<file path="config.mk">
export PLATFORM = sky130hd
export DESIGN_NAME = hier_irq_agg
export DESIGN_NICKNAME = d
export VERILOG_FILES = /design/src/rtl/hia_pkg.sv /design/src/rtl/hia_sync.sv /design/src/rtl/hia_cell.sv /design/src/rtl/hia_regs.sv /design/src/rtl/hier_irq_agg.sv
export SDC_FILE = /design/constraint.sdc
export NUM_CORES = 2
export LEC_CHECK = 0
export ABC_AREA = 1
export BUFFER_PORTS_ARGS = -buffer_cell sky130_fd_sc_hd__clkbuf_2
export CAP_MARGIN = 0
export CORE_ASPECT_RATIO = 0.5
export CORE_MARGIN = 4
export CORE_UTILIZATION = 50
export DETAILED_ROUTE_END_ITERATION = 16
export PLACE_DENSITY = 0.67
export SLEW_MARGIN = 25
export SYNTH_ARGS = -nofsm -noshare
export SYNTH_HDL_FRONTEND = slang
export SYNTH_SLANG_ARGS = --single-unit
</file>
<file path="constraint.sdc">
create_clock -name clk -period 3.7 [get_ports clk]
set_clock_uncertainty 0.15 [all_clocks]
set_input_delay 0.925 -clock clk [delete_from_list [all_inputs] [get_ports clk]]
set_output_delay 0.925 -clock clk [all_outputs]
set_load 0.02 [all_outputs]
</file>
<file path="src/rtl/hia_pkg.sv">
package hia_pkg;
  localparam int LANES = 8;

  localparam int OFS_ROOT = 0;
  localparam int OFS_MST1 = 1;
  localparam int OFS_BSEL = 5;
  localparam int OFS_PEND = 6;
  localparam int OFS_CFG  = 7;
  localparam int OFS_LIVE = 8;

  localparam int CB_LVL = 0;
  localparam int CB_MFE = 1;
  localparam int CB_MRE = 2;
  localparam int CB_CLR = 3;
  localparam int CB_IDX = 4;
  localparam int CB_WE  = 7;

  typedef struct packed {
    logic lvl;
    logic mask_re;
    logic mask_fe;
  } trig_cfg_t;

  localparam trig_cfg_t TRIG_RST = '{lvl: 1'b0, mask_re: 1'b1, mask_fe: 1'b1};
endpackage

</file>
<file path="src/rtl/hia_sync.sv">
module hia_sync #(
  parameter int WIDTH = 256
) (
  input  logic             clk,
  input  logic             rst_n,
  input  logic [WIDTH-1:0] din,
  output logic [WIDTH-1:0] cur,
  output logic [WIDTH-1:0] prev
);
  logic [WIDTH-1:0] meta;

  always_ff @(posedge clk) begin
    if (!rst_n) begin
      meta <= '0;
      cur  <= '0;
      prev <= '0;
    end else begin
      meta <= din;
      cur  <= meta;
      prev <= cur;
    end
  end
endmodule

</file>
<file path="src/rtl/hia_cell.sv">
module hia_cell
  import hia_pkg::*;
(
  input  logic      clk,
  input  logic      rst_n,
  input  logic      cur,
  input  logic      prev,
  input  logic      cfg_we,
  input  trig_cfg_t cfg_word,
  input  logic      cfg_clr,
  output logic      pend
);
  trig_cfg_t cfg_q;
  logic      hit;

  always_comb begin
    if (cfg_q.lvl)
      hit = (!cfg_q.mask_re && cur) || (!cfg_q.mask_fe && !cur);
    else
      hit = (!cfg_q.mask_re && cur && !prev) || (!cfg_q.mask_fe && !cur && prev);
  end

  always_ff @(posedge clk) begin
    if (!rst_n) begin
      cfg_q <= TRIG_RST;
      pend  <= 1'b0;
    end else begin
      if (cfg_we) cfg_q <= cfg_word;
      if (cfg_we && cfg_clr) pend <= 1'b0;
      else if (hit)          pend <= 1'b1;
    end
  end
endmodule

</file>
<file path="src/rtl/hia_regs.sv">
module hia_regs
  import hia_pkg::*;
#(
  parameter int                NUM_MASTERS = 4,
  parameter int                BLK_PER_M   = 8,
  parameter int                ADDR_W      = 16,
  parameter logic [ADDR_W-1:0] BASE        = 16'h01BB,
  localparam int NUM_BLK = NUM_MASTERS * BLK_PER_M,
  localparam int NUM_IN  = NUM_BLK * LANES,
  localparam int BSEL_W  = $clog2(NUM_BLK),
  localparam int IDX_W   = $clog2(NUM_IN),
  localparam int MSEL_W  = $clog2(NUM_MASTERS)
) (
  input  logic              clk,
  input  logic              rst_n,
  input  logic [ADDR_W-1:0] bus_addr,
  input  logic              bus_wr,
  input  logic [7:0]        bus_wdata,
  input  logic [NUM_IN-1:0] pend_vec,
  input  logic [NUM_IN-1:0] live_vec,
  output logic [7:0]        bus_rdata,
  output logic              irq_out,
  output logic              cfg_hit,
  output logic [IDX_W-1:0]  cfg_idx,
  output trig_cfg_t         cfg_word,
  output logic              cfg_clr
);
  localparam logic [ADDR_W-1:0] A_ROOT = ADDR_W'(OFS_ROOT);
  localparam logic [ADDR_W-1:0] A_MST1 = ADDR_W'(OFS_MST1);
  localparam logic [ADDR_W-1:0] A_MEND = ADDR_W'(OFS_MST1 + NUM_MASTERS);
  localparam logic [ADDR_W-1:0] A_BSEL = ADDR_W'(OFS_BSEL);
  localparam logic [ADDR_W-1:0] A_PEND = ADDR_W'(OFS_PEND);
  localparam logic [ADDR_W-1:0] A_CFG  = ADDR_W'(OFS_CFG);
  localparam logic [ADDR_W-1:0] A_LIVE = ADDR_W'(OFS_LIVE);

  logic [ADDR_W-1:0]      ofs;
  logic [BSEL_W-1:0]      bsel;
  logic [MSEL_W-1:0]      msel;
  logic [NUM_BLK-1:0]     blk_any;
  logic [NUM_MASTERS-1:0] mst_any;

  assign ofs  = bus_addr - BASE;
  assign msel = MSEL_W'(ofs - A_MST1);

  for (genvar b = 0; b < NUM_BLK; b++) begin : g_blk
    assign blk_any[b] = |pend_vec[b*LANES +: LANES];
  end
  for (genvar m = 0; m < NUM_MASTERS; m++) begin : g_mst
    assign mst_any[m] = |blk_any[m*BLK_PER_M +: BLK_PER_M];
  end
  assign irq_out = |mst_any;

  always_ff @(posedge clk) begin
    if (!rst_n) bsel <= '0;
    else if (bus_wr && ofs == A_BSEL && int'(bus_wdata) < NUM_BLK)
      bsel <= bus_wdata[BSEL_W-1:0];
  end

  always_comb begin
    bus_rdata = '0;
    if (ofs == A_ROOT)
      bus_rdata[NUM_MASTERS:1] = mst_any;
    else if (ofs >= A_MST1 && ofs < A_MEND)
      bus_rdata[BLK_PER_M-1:0] = blk_any[int'(msel)*BLK_PER_M +: BLK_PER_M];
    else if (ofs == A_BSEL)
      bus_rdata[BSEL_W-1:0] = bsel;
    else if (ofs == A_PEND)
      bus_rdata = pend_vec[int'(bsel)*LANES +: LANES];
    else if (ofs == A_LIVE)
      bus_rdata = live_vec[int'(bsel)*LANES +: LANES];
  end

  assign cfg_hit  = bus_wr && (ofs == A_CFG) && bus_wdata[CB_WE];
  assign cfg_idx  = {bsel, bus_wdata[CB_IDX +: 3]};
  assign cfg_word = '{lvl: bus_wdata[CB_LVL], mask_re: bus_wdata[CB_MRE],
                      mask_fe: bus_wdata[CB_MFE]};
  assign cfg_clr  = bus_wdata[CB_CLR];
endmodule

</file>
<file path="src/rtl/hier_irq_agg.sv">
module hier_irq_agg
  import hia_pkg::*;
#(
  parameter int                NUM_MASTERS = 4,
  parameter int                BLK_PER_M   = 8,
  parameter int                ADDR_W      = 16,
  parameter logic [ADDR_W-1:0] BASE        = 16'h01BB,
  localparam int NUM_IN = NUM_MASTERS * BLK_PER_M * LANES,
  localparam int IDX_W  = $clog2(NUM_IN)
) (
  input  logic              clk,
  input  logic              rst_n,
  input  logic [NUM_IN-1:0] irq_in,
  input  logic [ADDR_W-1:0] bus_addr,
  input  logic              bus_wr,
  input  logic [7:0]        bus_wdata,
  output logic [7:0]        bus_rdata,
  output logic              irq_out
);
  logic [NUM_IN-1:0] cur_vec;
  logic [NUM_IN-1:0] prev_vec;
  logic [NUM_IN-1:0] pend_vec;
  logic              cfg_hit;
  logic [IDX_W-1:0]  cfg_idx;
  trig_cfg_t         cfg_word;
  logic              cfg_clr;

  hia_sync #(.WIDTH(NUM_IN)) u_sync (
    .clk(clk), .rst_n(rst_n), .din(irq_in), .cur(cur_vec), .prev(prev_vec)
  );

  for (genvar j = 0; j < NUM_IN; j++) begin : g_cell
    hia_cell u_cell (
      .clk(clk), .rst_n(rst_n),
      .cur(cur_vec[j]), .prev(prev_vec[j]),
      .cfg_we(cfg_hit && (cfg_idx == IDX_W'(j))),
      .cfg_word(cfg_word), .cfg_clr(cfg_clr),
      .pend(pend_vec[j])
    );
  end

  hia_regs #(
    .NUM_MASTERS(NUM_MASTERS), .BLK_PER_M(BLK_PER_M),
    .ADDR_W(ADDR_W), .BASE(BASE)
  ) u_regs (
    .clk(clk), .rst_n(rst_n),
    .bus_addr(bus_addr), .bus_wr(bus_wr), .bus_wdata(bus_wdata),
    .pend_vec(pend_vec), .live_vec(cur_vec),
    .bus_rdata(bus_rdata), .irq_out(irq_out),
    .cfg_hit(cfg_hit), .cfg_idx(cfg_idx), .cfg_word(cfg_word), .cfg_clr(cfg_clr)
  );
endmodule

</file>
==> metrics <==
status finished, violations left; violated checks setup timing; Hold Vio Cnt, Final 0; Post-DP HPWL about 170 mm; EDFF count, synth 0; # setup viols final 9; maximum vdd drop between 300 and 400 uV; Worst Path Max Fanout 8; DR vias/cell 5.28; setup TNS -4800 ps; Final WS setup -657 ps; CP Depth 13; Starting Density 50.3%; max-cap check violation count 0; CP max-delay cell dfxtp_4; post-synth top area cell dfxtp_1; Synth area leaders dfxtp_1, nand2_1, inv_1, nor2_1, nand3_1; CP Launch Type flip-flop; register area share after synthesis 49.0%; Critical Path RT roughly 2600 ps; Synth Flop Type dfxtp_1; H-Tree Depth 4; total clock buffers created by CTS roughly 170; clock tree buffer depth 4; path type of the worst setup path reg2out; hold depth 3; grt total ovfl 0; drt drc 0; die height about 280 microns; WL per Instance about 19 microns; vias 67100; met2 wire length 99.8 mm; mapped cell area about 73000 sq um; pin count of the biggest net entering global routing approximately 100; total wire length around 240 mm; cells after synthesis between 10000 and 15000; Slew HR a little under half; DR top layer met5; RSZ-0062 raised after global routing true; share of cells above drive strength 1 a little over an eighth; Die Area between 150000 and 200000 sq um; average cell area after synthesis roughly 7.2 sq um; commonest non-fill, non-tap cell in the layout nand2_1; worst r2r src u_regs.bsel[0]; GPL Wtd Cong about 1.0; CTS Root Cell clkbuf_16; vias in the first global route 60000; Critical R2R Capture g_cell[139].u_cell.cfg_q[2]; initial antenna violation count 5; final-layout fill cell count between 10000 and 15000; PD cells between 400 and 500 nW/um^2; clk_lat worst skew 830 ps; first-pass GRT wire length around 360 mm; gr usage total between 30% and 40%; max-slew violations 0; Synth cell types 43; fin util between 50% and 60%; synthesis-stage register bit count 1797; Syn. warnings 0; DIE WIDTH 550 microns; P_leak between 0.04 and 0.05 uW; worst stage delay on the critical path around 400 ps; core area ~150000 sq um; fmax 230 MHz; Nets about 11000; HP Start irq_in[159]; # rows between 90 and 100; DRT Pass-1 Iters 6; FF-to-FF path depth 8; Reg2Reg Setup Slack 770 ps; Buffers & Inverters on Critical Path 4; clock sinks about 1800; ys async rst share 0%; met1 wire length 105 mm; Worst-Margin Slew approximately 790 ps; PortBufs 291; sequence of cells on the critical path buf_6 > buf_12 > bufbuf_16 > o211ai_1 > nand4_1 > nand2_2 > nand2_1 > nor2_2 > nand3_1 > nand2_1 > nand2_2 > a21oi_2 > clkbuf_8; TritonCTS clock tree yes; syn_nets roughly 10000; clock slew seen by the registers of the worst setup and hold paths 70 ps; Hold WC Path Type in2reg; minimum clock period 4360 ps; Crit. End Element output port; DR iter-0 viols a little under 8000; met3 wire length slightly below 30 mm; Worst Hold Path EP u_sync.meta[159]; I/O pin count 292; Yosys top cell area share 49.0%; CP top delay family simple AND/OR/NAND/NOR gates; final critical-path share of the clock period 118%; ANT nets after route 0; worst endpoint data arrival time 3280 ps; commonest non-fill, non-tap cells in the layout nand2_1, inv_1, dfxtp_1; area grow syn2layout 17.7%
synthesized netlist by cell type, types with 41 or more instances:
master       n
a211oi_1    72
a311oi_1   184
clkbuf_1   382
dfxtp_1   1797
inv_1     1841
nand2_1   2671
nand3_1    638
nand3_2    240
nand4_1     41
nor2_1    1025
nor3_1     346
o211ai_1    75
o21ai_0    579
o21ai_1     81
worst min-delay path: stages:
cell and delay, ps:
clkbuf_2 70, nand2_1 40, inv_1 40
power breakdown:
| part | total [uW] | switching [uW] | leakage (uW) | internal, uW |
|---|---|---|---|---|
| clock | 17900 | 7630 | 0.00272 | 10200 |
| sequential | 19900 | 278 | 0.0146 | 19700 |
| combinational | 1610 | 1120 | 0.0273 | 491 |
| total | 39400 | 9020 | 0.0447 | 30400 |
layout make-up:
type	instances	area (sq um)	area share [%]
timing repair buffer	705	6230	7.22
sequential	1797	36000	41.7
clock buffer	232	4740	5.49
tap	1969	2460	2.85
clock inverter	52	797	0.923
inverter	1855	6990	8.09
antenna	1	2.50	0.00290
multi-input combinational	6092	29100	33.7
layer usage:
layer  up-vias  GRT usage (%)
met5         -              0
met4         2           10.1
met3       538           7.97
met2      3139           44.2
met1     30900           43.7
li1      32500              -
registers in the layout, indices dropped and copies added, names as in the netlist:
| register | flops |
|---|---|
| u_sync.cur | 256 |
| g_cell.u_cell.pend | 256 |
| u_sync.meta | 256 |
| u_regs.bsel | 5 |
| u_sync.prev | 256 |
| g_cell.u_cell.cfg_q | 768 |
cell families (layout without fill, tap and decap cells):
family / Yosys count / in the layout / share of synthesized area (%)
AOI/OAI and AO/OA: 1057 / 1057 / 8.73
buffers and inverters: 2318 / 2844 / 12.3
other: 0 / 1 / 0
DFF: 1797 / 1797 / 49.0
and+or+nand+nor: 5035 / 5035 / 29.9
per-stage QoR:
stage	power (uW)	cells	hold slack [ps]	instance area (sq um)	setup slack, ps
finish	39400	12700	133	86300	-657
global route	40600	12700	124	86300	-689
CTS	39600	12700	94.0	85600	-620
detailed placement	22000	12400	245	79000	-160
global placement	22000	12400	242	79000	-171
floorplan	21100	10200	240	73400	121
how the worst max path moves through the flow:
stage	startpoint	endpoint	slack [ps]
after floorplan	bus_addr[14]	bus_rdata[2]	120
after global placement	bus_addr[14]	bus_rdata[0]	-170
after detailed placement	bus_addr[14]	bus_rdata[0]	-160
after CTS	u_regs.bsel[0]	bus_rdata[5]	-620
after global routing	u_regs.bsel[0]	bus_rdata[5]	-690
final	u_regs.bsel[0]	bus_rdata[5]	-660
repair_timing:
item	4_1_cts	5_1_grt
gates cloned	8	10
hold endpoints to repair	0	0
buffers inserted	31	29
hold buffers	0	0
gates resized for setup	171	119
setup endpoints to repair	9	9
pin swaps	61	70
(Power assumes the default switching activity.)
